$ cat src/rtl/fwr_pkg.sv
package fwr_pkg;

    typedef enum logic [1:0] {
        REQ_NONE    = 2'b00,
        REQ_WRLINE  = 2'b01,
        REQ_WRFENCE = 2'b10
    } req_kind_e;

    typedef enum logic [1:0] {
        ST_IDLE  = 2'b00,
        ST_RUN   = 2'b01,
        ST_DRAIN = 2'b10
    } seq_state_e;

    localparam logic [1:0] VC_ANY = 2'b00;

    function automatic logic [1:0] fence_scope(input logic [1:0] vc, input logic all_ch);
        return all_ch ? VC_ANY : vc;
    endfunction

endpackage

$ cat src/rtl/fwr_seq.sv
module fwr_seq
    import fwr_pkg::*;
#(
    parameter int AW = 32,
    parameter int CW = 10,
    parameter int TW = 8
) (
    input  logic            clk,
    input  logic            rst,
    input  logic            cmd_valid,
    input  logic [AW-1:0]   cmd_base,
    input  logic [CW-1:0]   cmd_lines,
    input  logic [CW-1:0]   cmd_group,
    input  logic [1:0]      cmd_vc,
    input  logic            cmd_all_vc,
    input  logic            balanced,
    input  logic            tx_almost_full,
    output logic            cmd_ready,
    output logic            cmd_take,
    output logic            running,
    output logic            draining,
    output logic            beat_valid,
    output req_kind_e       beat_kind,
    output logic [1:0]      beat_vc,
    output logic [TW-1:0]   beat_tag,
    output logic [AW-1:0]   beat_addr
);

    localparam int CXW = CW + 1;

    seq_state_e      st;
    logic [AW-1:0]   base_q;
    logic [CW-1:0]   lines_q;
    logic [CW-1:0]   group_q;
    logic [1:0]      vc_q;
    logic            all_q;
    logic [CW-1:0]   wr_idx;
    logic [CW-1:0]   grp_cnt;
    logic [TW-1:0]   fence_idx;
    logic            fence_due;
    logic            last_wr;

    assign running   = (st == ST_RUN);
    assign draining  = (st == ST_DRAIN);
    assign cmd_ready = (st == ST_IDLE) || (draining && balanced);
    assign cmd_take  = cmd_valid && cmd_ready;

    // a fence is due once a full group has gone out; the run ends on a write,
    // so a fence is never the final request
    assign fence_due = (group_q != '0) && (grp_cnt == group_q);
    assign last_wr   = (CXW'(wr_idx) + CXW'(1)) == CXW'(lines_q);

    // stop in the very cycle almost-full is seen high
    assign beat_valid = running && !tx_almost_full;

    always_comb begin
        if (fence_due) begin
            beat_kind = REQ_WRFENCE;
            beat_vc   = fence_scope(vc_q, all_q);
            beat_tag  = fence_idx;
            beat_addr = '0;
        end else begin
            beat_kind = REQ_WRLINE;
            beat_vc   = vc_q;
            beat_tag  = TW'(wr_idx);
            beat_addr = base_q + AW'(wr_idx);
        end
    end

    always_ff @(posedge clk) begin
        if (rst) begin
            st        <= ST_IDLE;
            base_q    <= '0;
            lines_q   <= '0;
            group_q   <= '0;
            vc_q      <= '0;
            all_q     <= 1'b0;
            wr_idx    <= '0;
            grp_cnt   <= '0;
            fence_idx <= '0;
        end else if (cmd_take) begin
            base_q    <= cmd_base;
            lines_q   <= cmd_lines;
            group_q   <= cmd_group;
            vc_q      <= cmd_vc;
            all_q     <= cmd_all_vc;
            wr_idx    <= '0;
            grp_cnt   <= '0;
            fence_idx <= '0;
            st        <= (cmd_lines == '0) ? ST_DRAIN : ST_RUN;
        end else if (beat_valid) begin
            if (fence_due) begin
                grp_cnt   <= '0;
                fence_idx <= fence_idx + TW'(1);
            end else begin
                wr_idx  <= wr_idx + CW'(1);
                grp_cnt <= grp_cnt + CW'(1);
                if (last_wr) begin
                    st <= ST_DRAIN;
                end
            end
        end
    end

    // a fence never precedes the first write of a command
    assert_fence_after_write_R4: assert property (@(posedge clk) disable iff (rst)
        (beat_valid && beat_kind == REQ_WRFENCE) |-> (wr_idx != '0));

    // entering the drain phase from a run always follows a write
    assert_run_ends_on_write_R4: assert property (@(posedge clk) disable iff (rst)
        ($rose(draining) && !$past(cmd_take)) |-> ($past(beat_kind) == REQ_WRLINE && $past(beat_valid)));

endmodule

$ cat src/rtl/fwr_track.sv
module fwr_track #(
    parameter int CW = 10
) (
    input  logic clk,
    input  logic rst,
    input  logic clear,
    input  logic wr_sent,
    input  logic fence_sent,
    input  logic rx_valid,
    input  logic rx_fence,
    input  logic tx_almost_full,
    output logic balanced
);

    logic [CW-1:0] wr_issued;
    logic [CW-1:0] wr_done;
    logic [CW-1:0] fence_open;
    logic          fence_back;
    logic          wr_back;

    assign fence_back = rx_valid && rx_fence;
    assign wr_back    = rx_valid && !rx_fence;
    assign balanced   = (wr_issued == wr_done) && (fence_open == '0);

    always_ff @(posedge clk) begin
        if (rst || clear) begin
            wr_issued  <= '0;
            wr_done    <= '0;
            fence_open <= '0;
        end else begin
            if (wr_sent) begin
                wr_issued <= wr_issued + CW'(1);
            end
            if (wr_back) begin
                wr_done <= wr_done + CW'(1);
            end
            case ({fence_sent, fence_back})
                2'b10:   fence_open <= fence_open + CW'(1);
                2'b01:   fence_open <= fence_open - CW'(1);
                default: fence_open <= fence_open;
            endcase
        end
    end

    // nothing is counted as sent across a cycle with almost-full high
    assert_hold_on_full_R6: assert property (@(posedge clk) disable iff (rst)
        (tx_almost_full && !clear) |=> $stable(wr_issued));

    // a write completion never exceeds the writes sent
    assert_no_extra_wr_R8: assert property (@(posedge clk) disable iff (rst)
        wr_back |-> (wr_done != wr_issued));

    // a fence response always matches an open fence
    assert_no_extra_fence_R8: assert property (@(posedge clk) disable iff (rst)
        fence_back |-> (fence_open != '0));

endmodule

$ cat src/rtl/fwr_hdr.sv
module fwr_hdr
    import fwr_pkg::*;
#(
    parameter int AW = 32,
    parameter int TW = 8,
    parameter int DW = 512,
    parameter int HW = 4 + TW + AW
) (
    input  req_kind_e       kind,
    input  logic [1:0]      vc,
    input  logic [TW-1:0]   tag,
    input  logic [AW-1:0]   addr,
    output logic [HW-1:0]   hdr,
    output logic [DW-1:0]   data
);

    logic [DW-1:0] line_word;

    assign hdr = {kind, vc, tag, addr};

    generate
        if (DW > AW) begin : g_pad
            assign line_word = {{(DW - AW){1'b0}}, addr};
        end else begin : g_trunc
            assign line_word = addr[DW-1:0];
        end
    endgenerate

    assign data = (kind == REQ_WRLINE) ? line_word : '0;

endmodule

$ cat src/rtl/fwr_engine.sv
module fwr_engine
    import fwr_pkg::*;
#(
    parameter int AW = 32,
    parameter int CW = 10,
    parameter int TW = 8,
    parameter int DW = 512,
    localparam int HW = 4 + TW + AW
) (
    input  logic            clk,
    input  logic            rst,
    input  logic            cmd_valid,
    output logic            cmd_ready,
    input  logic [AW-1:0]   cmd_base,
    input  logic [CW-1:0]   cmd_lines,
    input  logic [CW-1:0]   cmd_group,
    input  logic [1:0]      cmd_vc,
    input  logic            cmd_all_vc,
    input  logic            tx_almost_full,
    output logic            tx_valid,
    output logic [HW-1:0]   tx_hdr,
    output logic [DW-1:0]   tx_data,
    input  logic            rx_valid,
    input  logic            rx_fence,
    output logic            busy,
    output logic            done
);

    logic          cmd_take;
    logic          running;
    logic          draining;
    logic          balanced;
    req_kind_e     beat_kind;
    logic [1:0]    beat_vc;
    logic [TW-1:0] beat_tag;
    logic [AW-1:0] beat_addr;

    fwr_seq #(.AW(AW), .CW(CW), .TW(TW)) i_seq (
        .clk            (clk),
        .rst            (rst),
        .cmd_valid      (cmd_valid),
        .cmd_base       (cmd_base),
        .cmd_lines      (cmd_lines),
        .cmd_group      (cmd_group),
        .cmd_vc         (cmd_vc),
        .cmd_all_vc     (cmd_all_vc),
        .balanced       (balanced),
        .tx_almost_full (tx_almost_full),
        .cmd_ready      (cmd_ready),
        .cmd_take       (cmd_take),
        .running        (running),
        .draining       (draining),
        .beat_valid     (tx_valid),
        .beat_kind      (beat_kind),
        .beat_vc        (beat_vc),
        .beat_tag       (beat_tag),
        .beat_addr      (beat_addr)
    );

    fwr_track #(.CW(CW)) i_track (
        .clk            (clk),
        .rst            (rst),
        .clear          (cmd_take),
        .wr_sent        (tx_valid && beat_kind == REQ_WRLINE),
        .fence_sent     (tx_valid && beat_kind == REQ_WRFENCE),
        .rx_valid       (rx_valid),
        .rx_fence       (rx_fence),
        .tx_almost_full (tx_almost_full),
        .balanced       (balanced)
    );

    fwr_hdr #(.AW(AW), .TW(TW), .DW(DW), .HW(HW)) i_hdr (
        .kind (beat_kind),
        .vc   (beat_vc),
        .tag  (beat_tag),
        .addr (beat_addr),
        .hdr  (tx_hdr),
        .data (tx_data)
    );

    assign done = draining && balanced;
    assign busy = (running || draining) && !done;

    // address continuity watch for the write stream
    logic          prev_ok;
    logic [AW-1:0] prev_addr;

    always_ff @(posedge clk) begin
        if (rst || cmd_take) begin
            prev_ok   <= 1'b0;
            prev_addr <= '0;
        end else if (tx_valid && tx_hdr[HW-1 -: 2] == REQ_WRLINE) begin
            prev_ok   <= 1'b1;
            prev_addr <= tx_hdr[AW-1:0];
        end
    end

    // consecutive writes of a command step the line address by one
    assert_addr_step_R3: assert property (@(posedge clk) disable iff (rst)
        (tx_valid && tx_hdr[HW-1 -: 2] == REQ_WRLINE && prev_ok) |-> (tx_hdr[AW-1:0] == prev_addr + AW'(1)));

    // a taken nonempty command leaves the engine busy
    assert_busy_after_take_R2: assert property (@(posedge clk) disable iff (rst)
        (cmd_valid && cmd_ready && cmd_lines != '0) |=> busy);

    // done holds until a new command arrives
    assert_done_hold_R7: assert property (@(posedge clk) disable iff (rst)
        (done && !cmd_valid) |=> done);

endmodule

$ cat config.mk
export PLATFORM = sky130hd
export DESIGN_NAME = fwr_engine
export DESIGN_NICKNAME = d
export VERILOG_FILES = /design/src/rtl/fwr_pkg.sv /design/src/rtl/fwr_seq.sv /design/src/rtl/fwr_track.sv /design/src/rtl/fwr_hdr.sv /design/src/rtl/fwr_engine.sv
export SDC_FILE = /design/constraint.sdc
export NUM_CORES = 1
export LEC_CHECK = 0
export ABC_AREA = 1
export BUFFER_PORTS_ARGS = -buffer_cell sky130_fd_sc_hd__buf_2
export CAP_MARGIN = 20
export CORE_AREA = 2 2 244 246
export DETAILED_ROUTE_END_ITERATION = 6
export DIE_AREA = 0 0 246 248
export PLACE_DENSITY = 0.51
export REMOVE_ABC_BUFFERS = 1
export SYNTH_ARGS = -nofsm -noshare
export SYNTH_HDL_FRONTEND = slang
export SYNTH_SLANG_ARGS = --single-unit
$ cat constraint.sdc
create_clock -name clk -period 4.5 [get_ports clk]
set_input_delay 0.675 -clock clk [delete_from_list [all_inputs] [get_ports clk]]
set_output_delay 0.675 -clock clk [all_outputs]
set_load 0.005 [all_outputs]
==> flow_summary.yaml, run 1 <==
routing:
  dr.pass1.iters: 5
  ant_nets: 0
  viasPerCell: 3.476
  drc_errors: 0
  wire_per_inst_um: 11.49
  drt_iter0_drc: 339
  num_vias: 8829
  wirelength_um: 29180
floorplan:
  coreArea_um2: 58460
  die_w_um: 246
  std_cell_rows: 89
  die_area_um2: 61010
  ios: 621
  start_util_pct: 19.15
  die_h_um: 248
worst_setup_path:
  critPathLaunchType: "flop"
  critPathMaxStageDelay_ns: 0.45
  path_max_fanout: 9
  endpoint_kind: "primary output"
  crit_path_cell_trace: "ha_1, fa_1, nand2_1, nand2_1, o21ai_1, inv_1, nand2_1, nand2_1, a21oi_1, or2_2, xor2_1, nor2_1, buf_2"
  timing.rr.end: "i_track.fence_open[6]"
  crit_path_frequent_cell: "nand2_1"
  crit_path_top_delay_cell: "fa_1"
  critPathKind: "reg2out"
  rr_worst_depth: 20
  crit_buf_inv: 2
  r2r_slack_ns: 1.22
  critPathTopFamily: "adder cells"
  required_ns: 3.83
  reg2reg_from: "i_seq.grp_cnt[0]"
  crit_arrival_ns: 3.13
synth:
  synth_commonest_cells: "520 x buf_4, 301 x nand2_1, 131 x inv_1"
  synth_xor_area_share_pct: 3.018
  synthArstFlopShare_pct: 0
  synth_mux_area_share_pct: 0
  synth_edf_count: 0
  yosysTopAreaCellShare_pct: 34.88
  syn-cell-area_um2: 11190
  synthAdderAreaFrac_pct: 2.191
  synth_simple_gate_area_share_pct: 23.88
  synth_area_per_cell_um2: 6.747
  ys.flop_type: "dfxtp_1"
  synth-compound-area-share_pct: 8.954
  synthTopCellsByArea: "buf_4 35%, dfxtp_1 21%, nand2_1 10%"
  synth.ff_latch_count: 115
  synth_top_family_by_area: "buffers and inverters"
  yosysMostFrequentCell: "buf_4"
  synth-seq-area-share_pct: 20.57
  yosys_warnings: 0
  yosysUniqueCellTypes: 40
  netlist_instances: 1659
  synth_top_cell_by_area: "buf_4"
sta:
  setup_ws_ns: 0.6937
  slew_violations: 0
  fmax_ghz: 0.2627
  fin_tns_setup_ns: 0
  fin_crit_ns: 3.806
  finClkSkew_ns: 0.01112
  period_share_pct: 84.58
  final_hold_viol_count: 0
  setup_viol: 0
  rsz0062_at_grt: "false"
  max_slew_margin_pct: 33.86
  worst_slew_pin_slew_ns: 0.9886
place:
  place.gp.congestion: 0.8077
  place_area_um2: 10590
  io_buffers: 140
  placed_cells: 2505
  dp_hpwl_um: 22890
  dpl_worst_slack_ns: 0.9409
final_layout:
  seq_area_um2: 2302
  drive_gt1_share_pct: 11.96
  multi_input_area_um2: 6060
  syn_to_final_growth_pct: 0.5143
  nets: 1831
  fillers: 6745
  post-route-util_pct: 19.24
  design_area_um2: 11250
  stdcell_count: 2540
clock_tree:
  clock_sinks: 115
  root_buffer: "clkbuf_16"
  clk_pin_slew_ns: 0.06
  cts_resized: 0
  cts_made_buffers: 17
  clock_path_buffers: 2
  ctsHtreeMaxLevel: 4
  clock_latency_ns: 0.42
  cts_tree: "built"
  cts_setup_buffers: 0
  cts_hold_buf: 0
global_route:
  grt_pass1_vias: 7406
  grt-ovfl-total: 0
  grt_pass1_wl_um: 41750
  antenna_found_initial: 8
  grt_start_max_net_pins: 58
  grt_usage_pct: 8.879
run_status:
  status: "completed"
power_and_ir_drop:
  leakage_nw: 5.396
  peakVddDrop_uv: 217.1
  power_density_nw_per_um2: 297.2
min_path:
  whs_path_depth: 2
  min_to: "i_seq.vc_q[0]"
  min_from: "i_seq.vc_q[0]"
  hold_path_class: "reg2reg"
flow_run:
  maxCapViolCount: 0
## placed cells by master (no fill, tap or decap), types with 29 or more instances in the layout
| cell | n |
|---|---|
| conb_1 | 480 |
| nand2_1 | 301 |
| buf_2 | 140 |
| inv_1 | 131 |
| nor2_1 | 124 |
| a21oi_1 | 116 |
| dfxtp_1 | 115 |
| nand3_1 | 97 |
| o21ai_0 | 45 |
| xor2_1 | 30 |
| nor3_1 | 29 |
## cell families (layout without fill, tap and decap cells)
kind of cell               after synthesis  count (layout)
buffers and inverters                  687             313
and+or+nand+nor                        613             613
AOI/OAI and AO/OA                      187             187
DFF                                    115             115
xor gates and xnor gates                37              37
adders and majority gates               19              19
other                                    1             483
## report_power, final
part	switching, W	leakage, nW	internal [W]	total (W)
clock	0.000533	0.318	0.00102	0.00155
sequential	0.0000528	0.936	0.00107	0.00112
combinational	0.000481	4.14	0.000191	0.000672
## worst register-to-register path: cells and delay by family, from the launching register on
kind                     cells  cell delay, ns
AND/OR/NAND/NOR             12            1.16
AO/OA/AOI/OAI                2            0.36
adder cells (fa/ha/maj)      2            0.61
buffers and inverters        3            0.40
XOR/XNOR                     1            0.24
flip-flops                   1            0.39
## cell type report
cell class | instances | area share (%)
clock inverters | 11 | 1.757
clock buffers | 21 | 4.093
flip-flops and latches | 115 | 20.46
well taps | 773 | 8.597
multi-input cells | 1336 | 53.86
inverters | 134 | 4.471
repair buffers | 147 | 6.695
diodes | 3 | 0.06673
## worst max-delay path by stage
stage                                  endpoint  slack (ns)             start  cells after the start
final                                tx_hdr[26]        0.69   i_seq.wr_idx[0]                     13
after global routing                 tx_hdr[28]        0.44   i_seq.wr_idx[0]                     14
after CTS                            tx_hdr[26]        0.67   i_seq.wr_idx[0]                     13
after detailed placement  i_track.fence_open[4]        0.94    tx_almost_full                     15
after global placement    i_track.fence_open[4]        0.97    tx_almost_full                     15
after floorplan           i_track.fence_open[6]        1.20  i_seq.grp_cnt[4]                     19
## routing by layer
metal	GRT usage (%)	share of wire, %	vias up
met5	0	0.11	-
met4	2.228	1.3	6
met3	2.455	7.4	23
met2	15.06	49	373
met1	11.04	43	3963
li1	-	-	4464
## per-stage QoR
stage	total power (W)	hold slack [ns]
3_5_place_dp	0.001818	0.4537
3_3_place_gp	0.001820	0.4507
4_1_cts	0.003390	0.4636
6_report	0.003344	0.4631
5_1_grt	0.003539	0.4882
2_1_floorplan	0.001534	0.4310
## sequential cells by signal, indices dropped and copies added, names as in the netlist, 10 cells and up
register            count
i_track.wr_issued      10
i_track.wr_done        10
i_seq.grp_cnt          10
i_seq.lines_q          10
i_seq.base_q           32
i_track.fence_open     10
i_seq.wr_idx           10
i_seq.group_q          10
Note: power is estimated with default switching activity, not from simulation.
==> run 2, diff against run 1 <==
--- a/config.mk
+++ b/config.mk
@@ -8,10 +8,10 @@
 export ABC_AREA = 1
 export BUFFER_PORTS_ARGS = -buffer_cell sky130_fd_sc_hd__buf_2
 export CAP_MARGIN = 20
-export CORE_AREA = 2 2 244 246
+export CORE_AREA = 2 2 239 241
 export DETAILED_ROUTE_END_ITERATION = 6
-export DIE_AREA = 0 0 246 248
-export PLACE_DENSITY = 0.51
+export DIE_AREA = 0 0 241 243
+export PLACE_DENSITY = 0.52
 export REMOVE_ABC_BUFFERS = 1
 export SYNTH_ARGS = -nofsm -noshare
 export SYNTH_HDL_FRONTEND = slang
==> constraint.sdc (replaced) <==
create_clock -name clk -period 3.9 [get_ports clk]
set_input_delay 0.585 -clock clk [delete_from_list [all_inputs] [get_ports clk]]
set_output_delay 0.585 -clock clk [all_outputs]
set_load 0.005 [all_outputs]
==> run 2 against run 1 <==
Net effect: cell count down 0.59%; largest cell class unchanged; sequential cell count unchanged; power increased by 11%; non-clock buffer count grew 4; first-iteration DRC count is 5.3% lower; die area shrank 4.0%; combinational power is 15% higher; register-to-register slack worse by 0.49 ns; highest routed layer unchanged.
==> flow_summary.yaml, run 2 (synthesis results as in run 1) <==
sta:
  fin_tns_setup_ns: 0
  fmax_ghz: 0.2807
  final_hold_viol_count: 0
  finClkSkew_ns: 0.01184
  worst_slew_pin_slew_ns: 0.8057
  fin_crit_ns: 3.562
  max_slew_margin_pct: 46.23
  setup_viol: 0
  slew_violations: 0
  setup_ws_ns: 0.3380
  rsz0062_at_grt: "false"
  period_share_pct: 91.33
  fin_hold_ws_ns: 0.4208
final_layout:
  drive_gt1_share_pct: 12.10
  largest_reg_flops: 32
  post-route-util_pct: 20.06
  nets: 1835
  regMostFlops: "i_seq.base_q"
  mostFrequentLayoutCell: "conb_1"
  syn_to_final_growth_pct: 0.2686
  final_cell_mix: "480 x conb_1, 301 x nand2_1, 140 x buf_2, 131 x inv_1, 124 x nor2_1"
power_and_ir_drop:
  power_w: 0.003728
  leakage_nw: 5.400
  sequentialPowerShare_pct: 34.7
  peakVddDrop_uv: 182.3
  swShare_pct: 31.76
  pwr-share-comb_pct: 20.8
  power_density_nw_per_um2: 332.2
  pwr-share-clk_pct: 44.5
  p_int_w: 0.002544
  p_switching_w: 0.001184
routing:
  wire_per_inst_um: 11.17
  ant_nets: 0
  viasPerCell: 3.441
  drt_iter0_drc: 321
  dr.pass1.iters: 5
  wirelength_um: 28200
  drc_errors: 0
  num_vias: 8689
floorplan:
  die_h_um: 243
  std_cell_rows: 87
  start_util_pct: 20.01
  coreArea_um2: 55950
  ios: 621
  die_w_um: 241
  die_area_um2: 58560
worst_setup_path:
  critPathKind: "reg2out"
  crit_arrival_ns: 2.98
  critPathLaunchType: "flop"
  crit_path_top_delay_cell: "fa_1"
  critPathMaxStageDelay_ns: 0.44
  critPathLaunch: "i_seq.wr_idx[0]"
  required_ns: 3.31
  endpoint_kind: "primary output"
  reg2reg_from: "i_seq.grp_cnt[5]"
  crit_path_frequent_cell: "nand2_1"
  path_max_fanout: 9
  crit_path_cell_trace: "ha_1, fa_1, nand2_1, nand2_1, o21ai_1, inv_1, nand2_1, nand2_1, a21oi_2, nor2_1, a21o_1, nand2_1, nor2_1, buf_2"
clock_tree:
  clk_pin_slew_ns: 0.06
  cts_resized: 0
  root_buffer: "clkbuf_16"
  cts_tree: "built"
  clock_latency_ns: 0.42
  cts_made_buffers: 17
  ctsHtreeMaxLevel: 4
  clock_sinks: 115
  cts_setup_buffers: 0
  clock_path_buffers: 2
  cts_hold_buf: 0
global_route:
  grt_usage_pct: 9.170
  grt_pass1_vias: 7505
  grt_start_max_net_pins: 57
  antenna_found_initial: 6
  grt-ovfl-total: 0
  grt_pass1_wl_um: 42070
place:
  io_buffers: 140
  place.gp.congestion: 0.8122
  dpl_worst_slack_ns: 0.6037
  dp_hpwl_um: 22320
min_path:
  hold_path_class: "in2reg"
  min_from: "rst"
run_status:
  status: "completed"
flow_run:
  maxCapViolCount: 0
run 2: changes by cell type in the layout (fill, tap and decap cells not counted):
cell       change
buf_4          +3
buf_12         +1
clkbuf_8       -1
diode_2        -2
a21oi_2        +1
a21oi_1        -1
clkinv_4       -1
clkbuf_1       +2
clkinv_2       +3
bufinv_16      -1
inv_6          -2
run 2: worst max-delay path: cells and delay by family (launching register included):
kind | cells | cell delay, ns
buf+inv | 2 | 0.24
flops | 1 | 0.38
fa+ha+maj | 2 | 0.73
compound gates | 3 | 0.61
simple gates | 7 | 0.57
run 2: cell type report:
class / count / area (um^2)
antenna: 1 / 2.502
clock buffer: 22 / 454.2
clock inverter: 10 / 156.4
fill: 6395 / 44730
inverter: 134 / 503.0
multi-input combinational: 1336 / 6063
sequential: 115 / 2302
tap: 756 / 945.9
timing repair buffer: 151 / 795.8
run 2: path summary, 6_finish.rpt:
path / slack (ns) / cells past startpoint / to
worst max-delay path: 0.34 / 14 / tx_hdr[28]
worst min-delay path: 0.42 / 2 / i_seq.st[0]
worst max register to register: 0.73 / 19 / i_track.fence_open[6]
worst min register to register: 0.46 / 2 / i_seq.vc_q[1]
run 2: metal layers:
| metal | vias to the layer above | share of wire [%] | track usage [%] |
|---|---|---|---|
| li1 | 4473 | - | - |
| met4 | 10 | 1.3 | 2.251 |
| met3 | 30 | 6.9 | 2.491 |
| met5 | - | 0.29 | 0 |
| met2 | 324 | 49 | 15.39 |
| met1 | 3852 | 43 | 11.53 |
run 2: power groups by stage:
| stage | registers, W | clock network (W) | logic (W) |
|---|---|---|---|
| detailed placement | 0.00132 | 0 | 0.000776 |
| global placement | 0.00132 | 0 | 0.000778 |
| CTS | 0.00129 | 0.00170 | 0.000780 |
| floorplan | 0.00130 | 0 | 0.000473 |
| global route | 0.00130 | 0.00176 | 0.000891 |
| finish | 0.00129 | 0.00166 | 0.000775 |
run 2: stage by stage:
| step | instances | area [um^2] |
|---|---|---|
| 2_1_floorplan | 1585 | 8865 |
| 3_3_place_gp | 2492 | 10610 |
| 3_5_place_dp | 2492 | 10610 |
| 4_1_cts | 2524 | 11220 |
| 5_1_grt | 2525 | 11220 |
| 6_report | 2525 | 11220 |
